### src/rtl/lp_ctrl_pkg.sv
package lp_ctrl_pkg;

  typedef enum logic [1:0] {
    ST_ACTIVE    = 2'd0,
    ST_ENTRY_CHK = 2'd1,
    ST_LOW_PWR   = 2'd2,
    ST_WAKE      = 2'd3
  } lp_state_e;

  // register word addresses
  localparam int unsigned ADR_CTRL_LOCK = 0;
  localparam int unsigned ADR_CTRL      = 1;
  localparam int unsigned ADR_WEN_LOCK  = 2;
  localparam int unsigned ADR_WEN       = 3;
  localparam int unsigned ADR_WSTAT     = 4;
  localparam int unsigned ADR_REN_LOCK  = 5;
  localparam int unsigned ADR_REN       = 6;
  localparam int unsigned ADR_RSTAT     = 7;
  localparam int unsigned ADR_CAP_DIS   = 8;
  localparam int unsigned ADR_WINFO     = 9;

  // control field positions
  localparam int unsigned CTL_HINT      = 0;
  localparam int unsigned CTL_CORE_CLK  = 4;
  localparam int unsigned CTL_IO_CLK    = 5;
  localparam int unsigned CTL_MAIN_PWR  = 6;

endpackage

### src/rtl/lp_ctrl_fsm.sv
module lp_ctrl_fsm
  import lp_ctrl_pkg::*;
(
  input  logic      clk_i,
  input  logic      rst_ni,
  input  logic      hint_i,
  input  logic      sleeping_i,
  input  logic      irq_pending_i,
  input  logic      nvm_busy_i,
  input  logic      wake_any_i,
  output lp_state_e state_o,
  output logic      valid_entry_o,
  output logic      fall_thru_o,
  output logic      abort_o,
  output logic      return_o,
  output logic      returned_o
);

  lp_state_e state_q, state_d;
  logic      returned_q;

  always_comb begin
    state_d       = state_q;
    valid_entry_o = 1'b0;
    fall_thru_o   = 1'b0;
    abort_o       = 1'b0;
    unique case (state_q)
      ST_ACTIVE: begin
        if (hint_i && sleeping_i) state_d = ST_ENTRY_CHK;
      end
      ST_ENTRY_CHK: begin
        if (irq_pending_i) begin
          fall_thru_o = 1'b1;
          state_d     = ST_ACTIVE;
        end else if (nvm_busy_i) begin
          abort_o = 1'b1;
          state_d = ST_ACTIVE;
        end else begin
          valid_entry_o = 1'b1;
          state_d       = ST_LOW_PWR;
        end
      end
      ST_LOW_PWR: begin
        if (wake_any_i) state_d = ST_WAKE;
      end
      ST_WAKE: state_d = ST_ACTIVE;
      default: state_d = ST_ACTIVE;
    endcase
    return_o = (state_q != ST_ACTIVE) && (state_d == ST_ACTIVE);
  end

  always_ff @(posedge clk_i or negedge rst_ni) begin
    if (!rst_ni) begin
      state_q    <= ST_ACTIVE;
      returned_q <= 1'b0;
    end else begin
      state_q    <= state_d;
      returned_q <= return_o;
    end
  end

  assign state_o    = state_q;
  assign returned_o = returned_q;

  AST_CHECK_ONE_CYCLE: assert property (@(posedge clk_i) disable iff (!rst_ni)
    (state_q == ST_ENTRY_CHK) |=> (state_q != ST_ENTRY_CHK));
  AST_NO_ENTRY_NO_HINT: assert property (@(posedge clk_i) disable iff (!rst_ni)
    (state_q == ST_ACTIVE && !hint_i) |=> (state_q == ST_ACTIVE));
  AST_WAKE_ONE_CYCLE: assert property (@(posedge clk_i) disable iff (!rst_ni)
    (state_q == ST_WAKE) |=> (state_q == ST_ACTIVE));
  AST_FALL_THRU_HALTS: assert property (@(posedge clk_i) disable iff (!rst_ni)
    (state_q == ST_ENTRY_CHK && irq_pending_i) |=> (state_q == ST_ACTIVE));
  AST_LP_HOLD: assert property (@(posedge clk_i) disable iff (!rst_ni)
    (state_q == ST_LOW_PWR && !wake_any_i) |=> (state_q == ST_LOW_PWR));

endmodule

### src/rtl/lp_ctrl_regs.sv
module lp_ctrl_regs
  import lp_ctrl_pkg::*;
#(
  parameter int unsigned NUM_WAKE = 16,
  parameter int unsigned NUM_RST  = 2,
  parameter int unsigned ADDR_W   = 4,
  parameter int unsigned DATA_W   = 32
) (
  input  logic                clk_i,
  input  logic                rst_ni,
  input  logic                we_i,
  input  logic [ADDR_W-1:0]   addr_i,
  input  logic [DATA_W-1:0]   wdata_i,
  input  logic                return_i,
  output logic                ctrl_lock_o,
  output logic                hint_o,
  output logic                core_clk_o,
  output logic                io_clk_o,
  output logic                main_pwr_o,
  output logic                wen_lock_o,
  output logic [NUM_WAKE-1:0] wake_en_o,
  output logic                ren_lock_o,
  output logic [NUM_RST-1:0]  rst_en_o,
  output logic                cap_dis_o
);

  logic                ctrl_lock_q, hint_q, core_clk_q, io_clk_q, main_pwr_q;
  logic                wen_lock_q, ren_lock_q, cap_dis_q;
  logic [NUM_WAKE-1:0] wake_en_q;
  logic [NUM_RST-1:0]  rst_en_q;

  logic ctrl_lock_en, ctrl_lock_d, ctrl_en, hint_en, hint_d;
  logic wen_lock_en, wake_en_en, ren_lock_en, rst_en_en, cap_dis_en;

  function automatic logic hit(input logic [ADDR_W-1:0] a, input int unsigned target);
    return a == ADDR_W'(target);
  endfunction

  always_comb begin
    ctrl_lock_en = return_i || (we_i && hit(addr_i, ADR_CTRL_LOCK) && !wdata_i[0]);
    ctrl_lock_d  = return_i;
    ctrl_en      = we_i && hit(addr_i, ADR_CTRL) && ctrl_lock_q;
    hint_en      = ctrl_en || return_i;
    hint_d       = return_i ? 1'b0 : wdata_i[CTL_HINT];
    wen_lock_en  = we_i && hit(addr_i, ADR_WEN_LOCK) && !wdata_i[0];
    wake_en_en   = we_i && hit(addr_i, ADR_WEN) && wen_lock_q;
    ren_lock_en  = we_i && hit(addr_i, ADR_REN_LOCK) && !wdata_i[0];
    rst_en_en    = we_i && hit(addr_i, ADR_REN) && ren_lock_q;
    cap_dis_en   = we_i && hit(addr_i, ADR_CAP_DIS);
  end

  always_ff @(posedge clk_i or negedge rst_ni) begin
    if (!rst_ni) begin
      ctrl_lock_q <= 1'b1;
      hint_q      <= 1'b0;
      core_clk_q  <= 1'b0;
      io_clk_q    <= 1'b0;
      main_pwr_q  <= 1'b1;
      wen_lock_q  <= 1'b1;
      wake_en_q   <= '0;
      ren_lock_q  <= 1'b1;
      rst_en_q    <= '0;
      cap_dis_q   <= 1'b0;
    end else begin
      if (ctrl_lock_en) ctrl_lock_q <= ctrl_lock_d;
      if (hint_en)      hint_q      <= hint_d;
      if (ctrl_en) begin
        core_clk_q <= wdata_i[CTL_CORE_CLK];
        io_clk_q   <= wdata_i[CTL_IO_CLK];
        main_pwr_q <= wdata_i[CTL_MAIN_PWR];
      end
      if (wen_lock_en) wen_lock_q <= 1'b0;
      if (wake_en_en)  wake_en_q  <= wdata_i[NUM_WAKE-1:0];
      if (ren_lock_en) ren_lock_q <= 1'b0;
      if (rst_en_en)   rst_en_q   <= wdata_i[NUM_RST-1:0];
      if (cap_dis_en)  cap_dis_q  <= wdata_i[0];
    end
  end

  assign ctrl_lock_o = ctrl_lock_q;
  assign hint_o      = hint_q;
  assign core_clk_o  = core_clk_q;
  assign io_clk_o    = io_clk_q;
  assign main_pwr_o  = main_pwr_q;
  assign wen_lock_o  = wen_lock_q;
  assign wake_en_o   = wake_en_q;
  assign ren_lock_o  = ren_lock_q;
  assign rst_en_o    = rst_en_q;
  assign cap_dis_o   = cap_dis_q;

  AST_CTRL_LOCKED_STABLE: assert property (@(posedge clk_i) disable iff (!rst_ni)
    (!ctrl_lock_q && !return_i) |=> $stable({hint_q, core_clk_q, io_clk_q, main_pwr_q}));
  AST_LOCK_REARM: assert property (@(posedge clk_i) disable iff (!rst_ni)
    return_i |=> (ctrl_lock_q && !hint_q));
  AST_WEN_LOCKED: assert property (@(posedge clk_i) disable iff (!rst_ni)
    !wen_lock_q |=> $stable(wake_en_q));
  AST_REN_LOCKED: assert property (@(posedge clk_i) disable iff (!rst_ni)
    !ren_lock_q |=> $stable(rst_en_q));

endmodule

### src/rtl/lp_ctrl_wakeinfo.sv
module lp_ctrl_wakeinfo #(
  parameter int unsigned NUM_WAKE = 16,
  localparam int unsigned INFO_W  = NUM_WAKE + 2
) (
  input  logic                clk_i,
  input  logic                rst_ni,
  input  logic                valid_entry_i,
  input  logic                cap_dis_i,
  input  logic [NUM_WAKE-1:0] wake_masked_i,
  input  logic                fall_thru_i,
  input  logic                abort_i,
  input  logic                clr_en_i,
  input  logic [INFO_W-1:0]   clr_mask_i,
  output logic [INFO_W-1:0]   info_o
);

  logic [INFO_W-1:0] info_q, info_d, set_v, clr_v;
  logic              info_en;
  logic              cap_q, cap_en, cap_d;

  always_comb begin
    set_v   = {abort_i, fall_thru_i,
               (cap_q && !cap_dis_i) ? wake_masked_i : {NUM_WAKE{1'b0}}};
    clr_v   = clr_en_i ? clr_mask_i : '0;
    info_d  = (info_q & ~clr_v) | set_v;
    info_en = (|set_v) || (|clr_v);
    cap_en  = cap_dis_i || valid_entry_i;
    cap_d   = !cap_dis_i;
  end

  always_ff @(posedge clk_i or negedge rst_ni) begin
    if (!rst_ni) begin
      info_q <= '0;
      cap_q  <= 1'b0;
    end else begin
      if (info_en) info_q <= info_d;
      if (cap_en)  cap_q  <= cap_d;
    end
  end

  assign info_o = info_q;

  AST_FALL_THRU_SET: assert property (@(posedge clk_i) disable iff (!rst_ni)
    fall_thru_i |=> info_q[NUM_WAKE]);
  AST_ABORT_SET: assert property (@(posedge clk_i) disable iff (!rst_ni)
    abort_i |=> info_q[NUM_WAKE+1]);
  AST_STICKY_BITS: assert property (@(posedge clk_i) disable iff (!rst_ni)
    !clr_en_i |=> (($past(info_q) & ~info_q) == '0));
  AST_NO_CAPTURE_DISABLED: assert property (@(posedge clk_i) disable iff (!rst_ni)
    (cap_dis_i && !fall_thru_i && !abort_i) |=> ((info_q & ~$past(info_q)) == '0));

endmodule

### src/rtl/lp_ctrl.sv
module lp_ctrl
  import lp_ctrl_pkg::*;
#(
  parameter int unsigned NUM_WAKE = 16,
  parameter int unsigned NUM_RST  = 2,
  parameter int unsigned ADDR_W   = 4,
  parameter int unsigned DATA_W   = 32
) (
  input  logic                clk_i,
  input  logic                rst_ni,
  input  logic                reg_we_i,
  input  logic [ADDR_W-1:0]   reg_addr_i,
  input  logic [DATA_W-1:0]   reg_wdata_i,
  output logic [DATA_W-1:0]   reg_rdata_o,
  input  logic                core_sleeping_i,
  input  logic                irq_pending_i,
  input  logic                nvm_busy_i,
  input  logic [NUM_WAKE-1:0] wake_req_i,
  input  logic [NUM_RST-1:0]  rst_req_i,
  output logic                lp_entry_o,
  output logic                wake_irq_o
);

  localparam int unsigned INFO_W = NUM_WAKE + 2;

  logic                ctrl_lock, hint, core_clk, io_clk, main_pwr;
  logic                wen_lock, ren_lock, cap_dis;
  logic [NUM_WAKE-1:0] wake_en, wake_masked;
  logic [NUM_RST-1:0]  rst_en, rst_masked;
  logic [INFO_W-1:0]   info;
  lp_state_e           state;
  logic                valid_entry, fall_thru, abort_evt, ret_evt, returned;
  logic                info_clr_en;

  assign wake_masked = wake_req_i & wake_en;
  assign rst_masked  = rst_req_i & rst_en;
  assign info_clr_en = reg_we_i && (reg_addr_i == ADDR_W'(ADR_WINFO));

  lp_ctrl_regs #(
    .NUM_WAKE(NUM_WAKE), .NUM_RST(NUM_RST), .ADDR_W(ADDR_W), .DATA_W(DATA_W)
  ) u_regs (
    .clk_i(clk_i), .rst_ni(rst_ni), .we_i(reg_we_i), .addr_i(reg_addr_i),
    .wdata_i(reg_wdata_i), .return_i(ret_evt), .ctrl_lock_o(ctrl_lock),
    .hint_o(hint), .core_clk_o(core_clk), .io_clk_o(io_clk), .main_pwr_o(main_pwr),
    .wen_lock_o(wen_lock), .wake_en_o(wake_en), .ren_lock_o(ren_lock),
    .rst_en_o(rst_en), .cap_dis_o(cap_dis)
  );

  lp_ctrl_fsm u_fsm (
    .clk_i(clk_i), .rst_ni(rst_ni), .hint_i(hint), .sleeping_i(core_sleeping_i),
    .irq_pending_i(irq_pending_i), .nvm_busy_i(nvm_busy_i),
    .wake_any_i(|wake_masked), .state_o(state), .valid_entry_o(valid_entry),
    .fall_thru_o(fall_thru), .abort_o(abort_evt), .return_o(ret_evt),
    .returned_o(returned)
  );

  lp_ctrl_wakeinfo #(.NUM_WAKE(NUM_WAKE)) u_winfo (
    .clk_i(clk_i), .rst_ni(rst_ni), .valid_entry_i(valid_entry), .cap_dis_i(cap_dis),
    .wake_masked_i(wake_masked), .fall_thru_i(fall_thru), .abort_i(abort_evt),
    .clr_en_i(info_clr_en), .clr_mask_i(reg_wdata_i[INFO_W-1:0]), .info_o(info)
  );

  always_comb begin
    reg_rdata_o = '0;
    unique case (reg_addr_i)
      ADDR_W'(ADR_CTRL_LOCK): reg_rdata_o[0] = ctrl_lock;
      ADDR_W'(ADR_CTRL): begin
        reg_rdata_o[CTL_HINT]     = hint;
        reg_rdata_o[CTL_CORE_CLK] = core_clk;
        reg_rdata_o[CTL_IO_CLK]   = io_clk;
        reg_rdata_o[CTL_MAIN_PWR] = main_pwr;
      end
      ADDR_W'(ADR_WEN_LOCK):  reg_rdata_o[0] = wen_lock;
      ADDR_W'(ADR_WEN):       reg_rdata_o[NUM_WAKE-1:0] = wake_en;
      ADDR_W'(ADR_WSTAT):     reg_rdata_o[NUM_WAKE-1:0] = wake_masked;
      ADDR_W'(ADR_REN_LOCK):  reg_rdata_o[0] = ren_lock;
      ADDR_W'(ADR_REN):       reg_rdata_o[NUM_RST-1:0] = rst_en;
      ADDR_W'(ADR_RSTAT):     reg_rdata_o[NUM_RST-1:0] = rst_masked;
      ADDR_W'(ADR_CAP_DIS):   reg_rdata_o[0] = cap_dis;
      ADDR_W'(ADR_WINFO):     reg_rdata_o[INFO_W-1:0] = info;
      default:                reg_rdata_o = '0;
    endcase
  end

  assign lp_entry_o = (state == ST_LOW_PWR);
  assign wake_irq_o = (state == ST_ACTIVE) && returned && (|info);

  AST_IRQ_SINGLE_PULSE: assert property (@(posedge clk_i) disable iff (!rst_ni)
    wake_irq_o |=> !wake_irq_o);
  AST_LP_AFTER_CHECK: assert property (@(posedge clk_i) disable iff (!rst_ni)
    $rose(lp_entry_o) |-> $past(state == ST_ENTRY_CHK));

endmodule

### config.mk
export PLATFORM = sky130hd
export DESIGN_NAME = lp_ctrl
export DESIGN_NICKNAME = d
export VERILOG_FILES = /design/src/rtl/lp_ctrl_pkg.sv /design/src/rtl/lp_ctrl_fsm.sv /design/src/rtl/lp_ctrl_regs.sv /design/src/rtl/lp_ctrl_wakeinfo.sv /design/src/rtl/lp_ctrl.sv
export SDC_FILE = /design/constraint.sdc
export NUM_CORES = 1
export LEC_CHECK = 0
export BUFFER_PORTS_ARGS = -buffer_cell sky130_fd_sc_hd__buf_2
export CORE_MARGIN = 10
export CORE_UTILIZATION = 35
export CTS_CLUSTER_SIZE = 30
export DETAILED_ROUTE_END_ITERATION = 12
export HOLD_SLACK_MARGIN = 0.06
export PLACE_DENSITY = 0.67
export SYNTH_ARGS = -nofsm -noshare
export SYNTH_HDL_FRONTEND = slang
export SYNTH_SLANG_ARGS = --single-unit
export TNS_END_PERCENT = 10
### constraint.sdc
create_clock -name clk_i -period 1.3 [get_ports clk_i]
set_clock_uncertainty 0.05 [all_clocks]
set_input_delay 0.13 -clock clk_i [delete_from_list [all_inputs] [get_ports clk_i]]
set_output_delay 0.13 -clock clk_i [all_outputs]
set_load 0.01 [all_outputs]
Word level (Yosys, flattened, before mapping)
Index checks and enable logic that the tools add are counted.
{"block": "classes", "eq_ne": 12, "n_mux": 22, "bitwise_logic": 5, "reduce_logical": 33}
{"op": "18-bit OR reduction", "count": 3}
{"op": "9-bit case mux with 3 select lines", "count": 1}
{"op": "1-bit logical AND", "count": 19}
{"op": "18-bit bitwise AND", "count": 1}
{"op": "18-bit two-way mux", "count": 1}
{"op": "18-bit inverter", "count": 1}
{"op": "18-bit OR", "count": 1}
{"op": "16-bit bitwise AND", "count": 1}
{"op": "4-bit by 3-bit == test with 1-bit output, second input constant", "count": 4}
{"op": "16-bit two-way mux", "count": 1}
{"op": "16-bit OR reduction", "count": 1}
{"op": "3-bit case mux with 4 select lines", "count": 1}
{"op": "2-bit two-way mux", "count": 5}
{"op": "1-bit case mux with 10 select lines", "count": 1}
{"op": "1-bit two-way mux", "count": 9}
{"op": "4-bit by 2-bit == test with 1-bit output, second input constant", "count": 2}
{"op": "4-bit == test, second input constant", "count": 2}
{"op": "2-bit case mux with 4 select lines", "count": 1}
{"op": "2-bit case mux with 3 select lines", "count": 1}
{"op": "1-bit case mux with 5 select lines", "count": 1}
{"op": "2-bit == test, second input constant", "count": 2}
{"op": "4-bit by 1-bit == test with 1-bit output, second input constant", "count": 1}
{"op": "2-bit zero test", "count": 2}
{"op": "4-bit zero test", "count": 1}
{"op": "other kinds (5)", "count": 9}
{"block": "word_totals", "reg_bits": 48, "input_bits": 60, "output_inout_bits": 34}

Logic depth before layout (Yosys ltp)
Gate-level depths: netlist of the first run.
{"block": "logic_depth", "depth_word": 7, "depth_mapped": 7, "ltp_nobuf": 4}

Modules after synthesis
Synthesis of the first run repeated with hierarchy kept, for this count alone.
{"block": "unflattened", "cells_unflattened": 265, "area_unflattened_um2": 2845.2}
{"module": "lp_ctrl_regs", "n_inst": 1, "cells_per_inst": 70, "area_per_inst_um2": 1073.5}
{"module": "lp_ctrl", "n_inst": 1, "cells_per_inst": 119, "area_per_inst_um2": 874.6}
{"module": "lp_ctrl_wakeinfo", "n_inst": 1, "cells_per_inst": 62, "area_per_inst_um2": 747.0}
{"module": "lp_ctrl_fsm", "n_inst": 1, "cells_per_inst": 14, "area_per_inst_um2": 150.1}

Worst setup path before layout of the first run
No wires, ideal clock.
{"block": "synth_path", "kind": "input port to flip-flop", "startpoint": "in reg_addr_i[1]", "endpoint": "reg u_regs.wake_en_q[0], in the netlist u_regs.wake_en_o[0]", "arrival_time_ns": 1.270, "required_time_ns": 1.125, "slack_ns": -0.146, "cell_stages": 6, "n_path_buf": 3, "path_cell_list": "buf_2 -> and4bb_1 -> buf_6 -> and3_4 -> buf_6 -> mux2_4"}
{"block": "synth_via", "elab_chain_cells": 3}
{"item": "from (decl)", "line_no": "lp_ctrl.sv:12", "source": "input logic [ADDR_W-1:0] reg_addr_i,"}
{"item": "4-bit by 2-bit == test with 1-bit output", "line_no": "lp_ctrl_regs.sv:36", "source": "return a == ADDR_W'(target);"}
{"item": "1-bit logical AND (2 in series)", "line_no": "lp_ctrl_regs.sv:46", "source": "wake_en_en = we_i && hit(addr_i, ADR_WEN) && wen_lock_q;"}
{"item": "to (signal assigned)", "line_no": "lp_ctrl_regs.sv:73", "source": "if (wake_en_en) wake_en_q <= wdata_i[NUM_WAKE-1:0];"}
{"item": "to (decl)", "line_no": "lp_ctrl_regs.sv:29", "source": "logic [NUM_WAKE-1:0] wake_en_q;"}
No other way between the ends.
A chain may end at the register's enable or synchronous reset.

Worst setup path after layout of the first run
{"block": "layout_path", "startpoint": "reg u_winfo.info_q[11], in the netlist u_winfo.info_o[11]", "endpoint": "out wake_irq_o"}
{"block": "layout_via", "elab_chain_cells": 2}
{"item": "from (decl)", "line_no": "lp_ctrl_wakeinfo.sv:17", "source": "logic [INFO_W-1:0] info_q, info_d, set_v, clr_v;"}
{"item": "from (signal assigned)", "line_no": "lp_ctrl_wakeinfo.sv:36", "source": "if (info_en) info_q <= info_d;"}
{"item": "18-bit OR reduction", "line_no": "lp_ctrl.sv:86", "source": "assign wake_irq_o = (state == ST_ACTIVE) && returned && (|info);"}
{"item": "1-bit logical AND", "line_no": "lp_ctrl.sv:86"}
{"item": "to (decl)", "line_no": "lp_ctrl.sv:21", "source": "output logic wake_irq_o"}
No other way between the ends.

==> flow_summary.yaml, run 1 <==
run_status:
  status: "finished with violations"
  violations: "negative setup slack"
synthesis:
  yosysSeqAreaShare: 0.446
  synth-compound-area-share: 0.215
  muxShareOfSynthArea: 0.114
  yosys.area.top_type: "dfrtp_1"
  synth_top_family_by_area: "compound AO/OA/AOI/OAI gates"
  syn_area_mm2: 0.00271
  synth_fa_ha_area_frac: 0
  netlist.area_leader.share: 0.407
  ys_ff_latch: 48
  synthXorXnorAreaFrac: 0
  synthTopCellsByArea: "dfrtp_1, mux2_4, a32o_1"
  syn_area_per_cell_um2: 11.0
  synthDistinctLibCells: 48
  async_reset_ff_frac: 1.00
  postSynthCellCount: 245
  ys.flop_type: "dfrtp_1"
  synth_warnings: 0
  synth_simple_gate_area_share: 0.135
  synth_edf_count: 0
detailed_routing:
  drc: 0
  drtIter0Drc: 118
  vias_per_cell: 5.16
  wire_per_inst_um: 17.9
  drtAntennaViolNets: 0
  drt_wl_total_mm: 8.76
  vias: 2522
  drt-pass1-iter-count: 4
sta:
  fmax_ghz: 0.529
  fin_ws_ns: -0.589
  rsz0062_at_grt: "true"
  final.setup.tns_ns: -3.36
  hold_viol_final: 0
  period_share: 1.45
  setup_viol: 36
  slew_violations: 0
  fin_crit_ns: 1.89
power:
  powerDensity_mw_per_mm2: 1050
  peakVddDrop_mv: 0.485
  leakage_nw: 2.01
  intPower_mw: 3.08
  sw_frac_of_total: 0.283
  pwr-share-comb: 0.292
  p_seq_frac: 0.428
  p_clk_frac: 0.280
  p_switching_mw: 1.22
  total_power_mw: 4.30
worst_setup_path:
  criticalPathCategory: "reg2out"
  crit_buf_inv: 1
  critPathMaxStageDelay_ns: 0.55
  worstPathCellList: "or4_4, nor4_4, nor4b_2, buf_2"
  end_kind: "primary output"
  crit_fanout: 2
  critPathLaunchType: "flip-flop"
  arrival_ns: 1.71
  rrSetupSlack_ns: -0.17
  critical_path_required_ns: 1.12
  slowest_stage: "or4_4"
  critPathTopFamily: "simple AND/OR/NAND/NOR gates"
floorplanning:
  fp.dieH_um: 108
  design.core.area_mm2: 0.00761
  die_w_um: 108
  floorplan.die_area_mm2: 0.0117
  io_pins: 94
  core.rowCount: 32
  start_util: 0.356
final_layout:
  final_common_cell: "buf_2"
  nFillCells: 693
  fin_util: 0.536
  fin_area_mm2: 0.00408
  drive_gt1_frac: 0.486
  fin_nets: 446
  instances_no_fill: 489
  diodes: 0
  areaGrowthSynthToFinish_pct: 50.7
  mostFrequentLayoutCells: "buf_2, dfrtp_1, buf_4"
grt:
  grt_max_degree: 49
  grt_pass1_vias: 2873
  grt.total_usage: 0.149
  antenna_found_initial: 0
  grt_pass1_wl_mm: 14.0
  gr-total-overflow: 0
place:
  place_congestion: 0.816
  placed_cells_incl_taps: 459
  dpl-instance-area_mm2: 0.00352
  place_hpwl_mm: 6.34
  io_buffer_count: 65
clock_network:
  h-tree-depth: 2
  cts_buffers: 5
  cts_sinks: 48
  root_buffer: "clkbuf_8"
  clk_latency_ns: 0.31
  clk_pin_slew_ns: 0.10
  clockBufferDepth: 2
  cts_tree: "built"
run:
  drv_cap: 0
min_path:
  min_path_type: "in2reg"
cell type report:
cell class | count | area [µm²] | area share
inverter | 8 | 32.5 | 0.00798
timing repair buffer | 148 | 1170 | 0.287
multi-input combinational | 175 | 1420 | 0.347
clock inverter | 1 | 30.0 | 0.00736
sequential | 48 | 1210 | 0.296
clock buffer | 7 | 96.3 | 0.0236
tap | 102 | 128 | 0.0313
synthesized netlist by cell type, types with 2 or more instances:
cell and n:
inv_1 8, dfrtp_1 44, nand2_1 26, mux2_2 6, o21ai_0 5, buf_6 5, nor4_1 4, buf_4 15
a21o_1 12, buf_2 3, nor2_1 7, o31a_1 2, mux2_4 12, a22o_1 12, nand2b_1 7, or2_2 2
o22ai_1 3, a32o_1 17, mux2i_1 6, and2_1 4, dfstp_2 4, a22oi_1 6, clkbuf_1 3, nor3_1 3
a21oi_1 6
timing repair:
action | CTS | global route
gates resized for setup | 37 | 21
setup endpoints to repair | 39 | 57
hold endpoints to repair | 69 | 0
hold buffers | 19 | 0
buffers inserted | 1 | 4
pin swaps | 16 | 12
stage by stage:
step | hold WS [ns] | setup WS [ns]
5_1_grt | 0.0678 | -0.670
4_1_cts | 0.0619 | -0.579
3_3_place_gp | 0.0928 | -0.319
3_5_place_dp | 0.0915 | -0.308
2_1_floorplan | -0.216 | -0.103
6_report | 0.0663 | -0.589
state kept, by name (all words and copies together) (netlist names), 2 cells and up:
name,cells
u_regs.wake_en_o,16
u_winfo.info_o,18
u_regs.rst_en_o,2
u_fsm.state_o,2
worst register-to-register path, stage by stage, from the launching register on:
cell	delay [ns]
dfstp_2	0.55
buf_4	0.11
nand2_2	0.06
nor3_4	0.23
mux2_2	0.37
worst paths after layout:
kind                       cells after the start                             end                           start
min                                            3  u_winfo.info_o[16]$_DFFE_PN0P_                 reg_wdata_i[16]
min in group asynchronous                      3  u_regs.rst_en_o[0]$_DFFE_PN0P_                          rst_ni
max reg2reg                                    4   u_regs.core_clk_o$_DFFE_PN0P_  u_regs.ctrl_lock_o$_DFFE_PN1P_
max                                            4                      wake_irq_o  u_winfo.info_o[11]$_DFFE_PN0P_
max in group asynchronous                      3   u_regs.main_pwr_o$_DFFE_PN1P_                          rst_ni
min reg2reg                                    1   u_regs.ren_lock_o$_DFFE_PN1P_   u_regs.ren_lock_o$_DFFE_PN1P_
kinds of logic (layout without fill, tap and decap cells):
| logic type | Yosys count | in the layout |
|---|---|---|
| flip-flops | 48 | 48 |
| buffers and inverters | 35 | 164 |
| other | 1 | 14 |
| AND/OR/NAND/NOR | 64 | 64 |
| multiplexers | 24 | 24 |
| AO/OA/AOI/OAI | 73 | 73 |
power by group through the flow:
| stage | sequential (mW) | clock (mW) | combinational [mW] |
|---|---|---|---|
| 2_1_floorplan | 1.81 | 0 | 0.456 |
| 3_5_place_dp | 1.83 | 0 | 1.01 |
| 4_1_cts | 1.82 | 1.22 | 1.12 |
| 5_1_grt | 1.86 | 1.27 | 1.36 |
| 3_3_place_gp | 1.82 | 0 | 0.991 |
| 6_report | 1.84 | 1.20 | 1.26 |
routing by layer:
metal	up-vias	track usage	wire, µm
met4	0	0.0439	108
met2	84	0.255	4330
met3	10	0.0399	669
li1	1182	-	-
met1	1246	0.180	3650
met5	-	0	0
Power figures use the tool's default switching activity.
==> inputs of run 2 (changes only) <==
- PLACE_DENSITY: 0.67 -> default
- SYNTH_HIERARCHICAL: default -> 1
==> flow_summary.yaml, run 2 <==
final_layout:
  diodes: 0
  nFillCells: 738
  fin_util: 0.534
  drive_gt1_frac: 0.466
  fin_nets: 475
  largest_reg_flops: 18
  areaGrowthSynthToFinish_pct: 46.6
  mostFrequentLayoutCells: "buf_2, buf_4, dfrtp_1"
sta:
  fin_ws_ns: -0.613
  fin_crit_ns: 1.91
  hold_slack_ns: 0.0986
  hold_viol_final: 0
  final.setup.tns_ns: -7.57
  slew_violations: 0
  fmax_ghz: 0.523
  setup_viol: 40
  period_share: 1.47
  rsz0062_at_grt: "true"
grt:
  grt_max_degree: 49
  grt.total_usage: 0.149
  grt_pass1_wl_mm: 14.2
  grt_pass1_vias: 2688
  antenna_found_initial: 0
  gr-total-overflow: 0
synthesis:
  syn_area_mm2: 0.00285
  async_reset_ff_frac: 1.00
  yosys.area.top_type: "dfrtp_1"
  yosysMostFrequentCell: "dfrtp_1"
  synth_warnings: 6
  netlist.area_leader.share: 0.387
  syn_area_per_cell_um2: 10.7
  postSynthCellCount: 265
  synthDistinctLibCells: 52
  ys.flop_type: "dfrtp_1"
  synth_edf_count: 0
  synth_common_cells: "dfrtp_1, nand2_1, a22o_1, mux2_2"
  synthTopCellsByArea: "dfrtp_1, a22o_1, mux2_2"
  ys_ff_latch: 48
  yosysSeqAreaShare: 0.424
worst_setup_path:
  end_kind: "primary output"
  crit_fanout: 2
  reg2reg_depth: 2
  r2r-end: "u_regs/core_clk_o$_DFFE_PN0P_"
  criticalPathCategory: "reg2out"
  arrival_ns: 1.73
  critical_path_required_ns: 1.12
  critPathLaunchType: "flip-flop"
  reg2reg_from: "u_regs/ctrl_lock_o$_DFFE_PN1P_"
  rrSetupSlack_ns: -0.26
detailed_routing:
  wire_per_inst_um: 17.4
  drtIter0Drc: 94
  drtAntennaViolNets: 0
  drc: 0
  drt_wl_total_mm: 9.00
  vias: 2573
  drt-pass1-iter-count: 4
  vias_per_cell: 4.97
min_path:
  hp-start: "reg_wdata_i[16]"
  worstHoldPathCells: 3
  min_path_type: "in2reg"
  hold-path-endpoint: "u_winfo/info_o[16]$_DFFE_PN0P_"
place:
  place_hpwl_mm: 6.73
  place_congestion: 0.845
  io_buffer_count: 65
floorplanning:
  die_w_um: 110
  design.core.area_mm2: 0.00781
  core.rowCount: 32
  start_util: 0.364
  floorplan.die_area_mm2: 0.0121
  io_pins: 94
  fp.dieH_um: 110
power:
  sw_frac_of_total: 0.302
  peakVddDrop_mv: 0.776
  total_power_mw: 6.11
  p_switching_mw: 1.84
  powerDensity_mw_per_mm2: 1460
  p_seq_frac: 0.393
  leakage_nw: 2.15
  pwr-share-comb: 0.389
  intPower_mw: 4.26
  p_clk_frac: 0.218
run_status:
  status: "finished with violations"
  violations: "negative setup slack"
clock_network:
  root_buffer: "clkbuf_8"
  cts_tree: "built"
  cts_sinks: 48
  clockBufferDepth: 2
  clk_latency_ns: 0.31
  h-tree-depth: 2
  clk_pin_slew_ns: 0.10
  cts_buffers: 5
run:
  drv_cap: 0
## run 2: changes by cell type in the layout (fill, tap and decap cells not counted), moves of 14 or more
| cell | before | now |
|---|---|---|
| a32o_1 | 17 | 0 |
| and2_1 | 1 | 15 |
| a22o_1 | 12 | 27 |
| buf_4 | 38 | 62 |
| buf_6 | 26 | 8 |
## run 2: stage by stage
step,std cells,instance area (µm²),setup slack [ns]
final,518,4170,-0.613
after global routing,518,4170,-0.713
after CTS,518,4150,-0.632
after detailed placement,488,3690,-0.341
after global placement,488,3690,-0.334
after floorplan,278,2910,-0.278
## run 2: routing by layer
metal | vias up | GRT usage | wire, µm
met5 | - | 0 | 0
met4 | 0 | 0.0413 | 101
met3 | 7 | 0.0331 | 717
met2 | 70 | 0.235 | 4170
met1 | 1259 | 0.202 | 4010
li1 | 1237 | - | -
## run 2: power by group through the flow
stage                     clock network, mW  registers [mW]  logic (mW)
after global placement                    0            2.37        2.09
after global routing                   1.44            2.47        2.57
final                                  1.33            2.40        2.38
after detailed placement                  0            2.38        2.12
after floorplan                           0            2.34        1.02
after CTS                              1.36            2.38        2.34
## run 2: worst max path at each step
stage               slack [ns]  cells past startpoint                            from                                to
floorplan                -0.28                      4   u_regs/wen_lock_o$_DFFE_PN1P_  u_regs/wake_en_o[12]$_DFFE_PN0P_
global placement         -0.33                      5  u_winfo/info_o[11]$_DFFE_PN0P_                        wake_irq_o
detailed placement       -0.34                      5  u_winfo/info_o[11]$_DFFE_PN0P_                        wake_irq_o
CTS                      -0.63                      5  u_winfo/info_o[11]$_DFFE_PN0P_                        wake_irq_o
global route             -0.71                      5  u_regs/ctrl_lock_o$_DFFE_PN1P_                    reg_rdata_o[0]
finish                   -0.61                      5  u_winfo/info_o[11]$_DFFE_PN0P_                        wake_irq_o
## run 2: cell type report
class,instances,area (µm²),share of cell area
clock inverters,3,68.8,0.0165
inverters,9,33.8,0.00810
well taps,102,128,0.0306
repair buffers,156,1150,0.275
flip-flops and latches,48,1210,0.290
clock buffers,5,68.8,0.0165
multi-input cells,195,1520,0.364
## run 2: kinds of logic (layout without fill, tap and decap cells)
family / after synthesis / count (layout) / share of synthesized area
other: 1 / 14 / 0.00132
multiplexers: 26 / 26 / 0.105
AND/OR/NAND/NOR: 92 / 92 / 0.200
buffers and inverters: 35 / 173 / 0.0923
flip-flops: 48 / 48 / 0.424
AO/OA/AOI/OAI: 63 / 63 / 0.178
## run 2: what timing repair did
item                                   CTS  global route
setup endpoints to repair               41            40
setup buffers                            2             0
hold buffers                            20             0
pin swaps                                9             1
endpoints found under the hold margin   72             0
gates resized for setup                 30             7
## run 2: critical path: stages (launching register included)
cell and delay (ns):
dfrtp_1 0.38, or4_1 0.52, nor4_1 0.18, buf_4 0.16
nor4b_1 0.04, buf_2 0.14
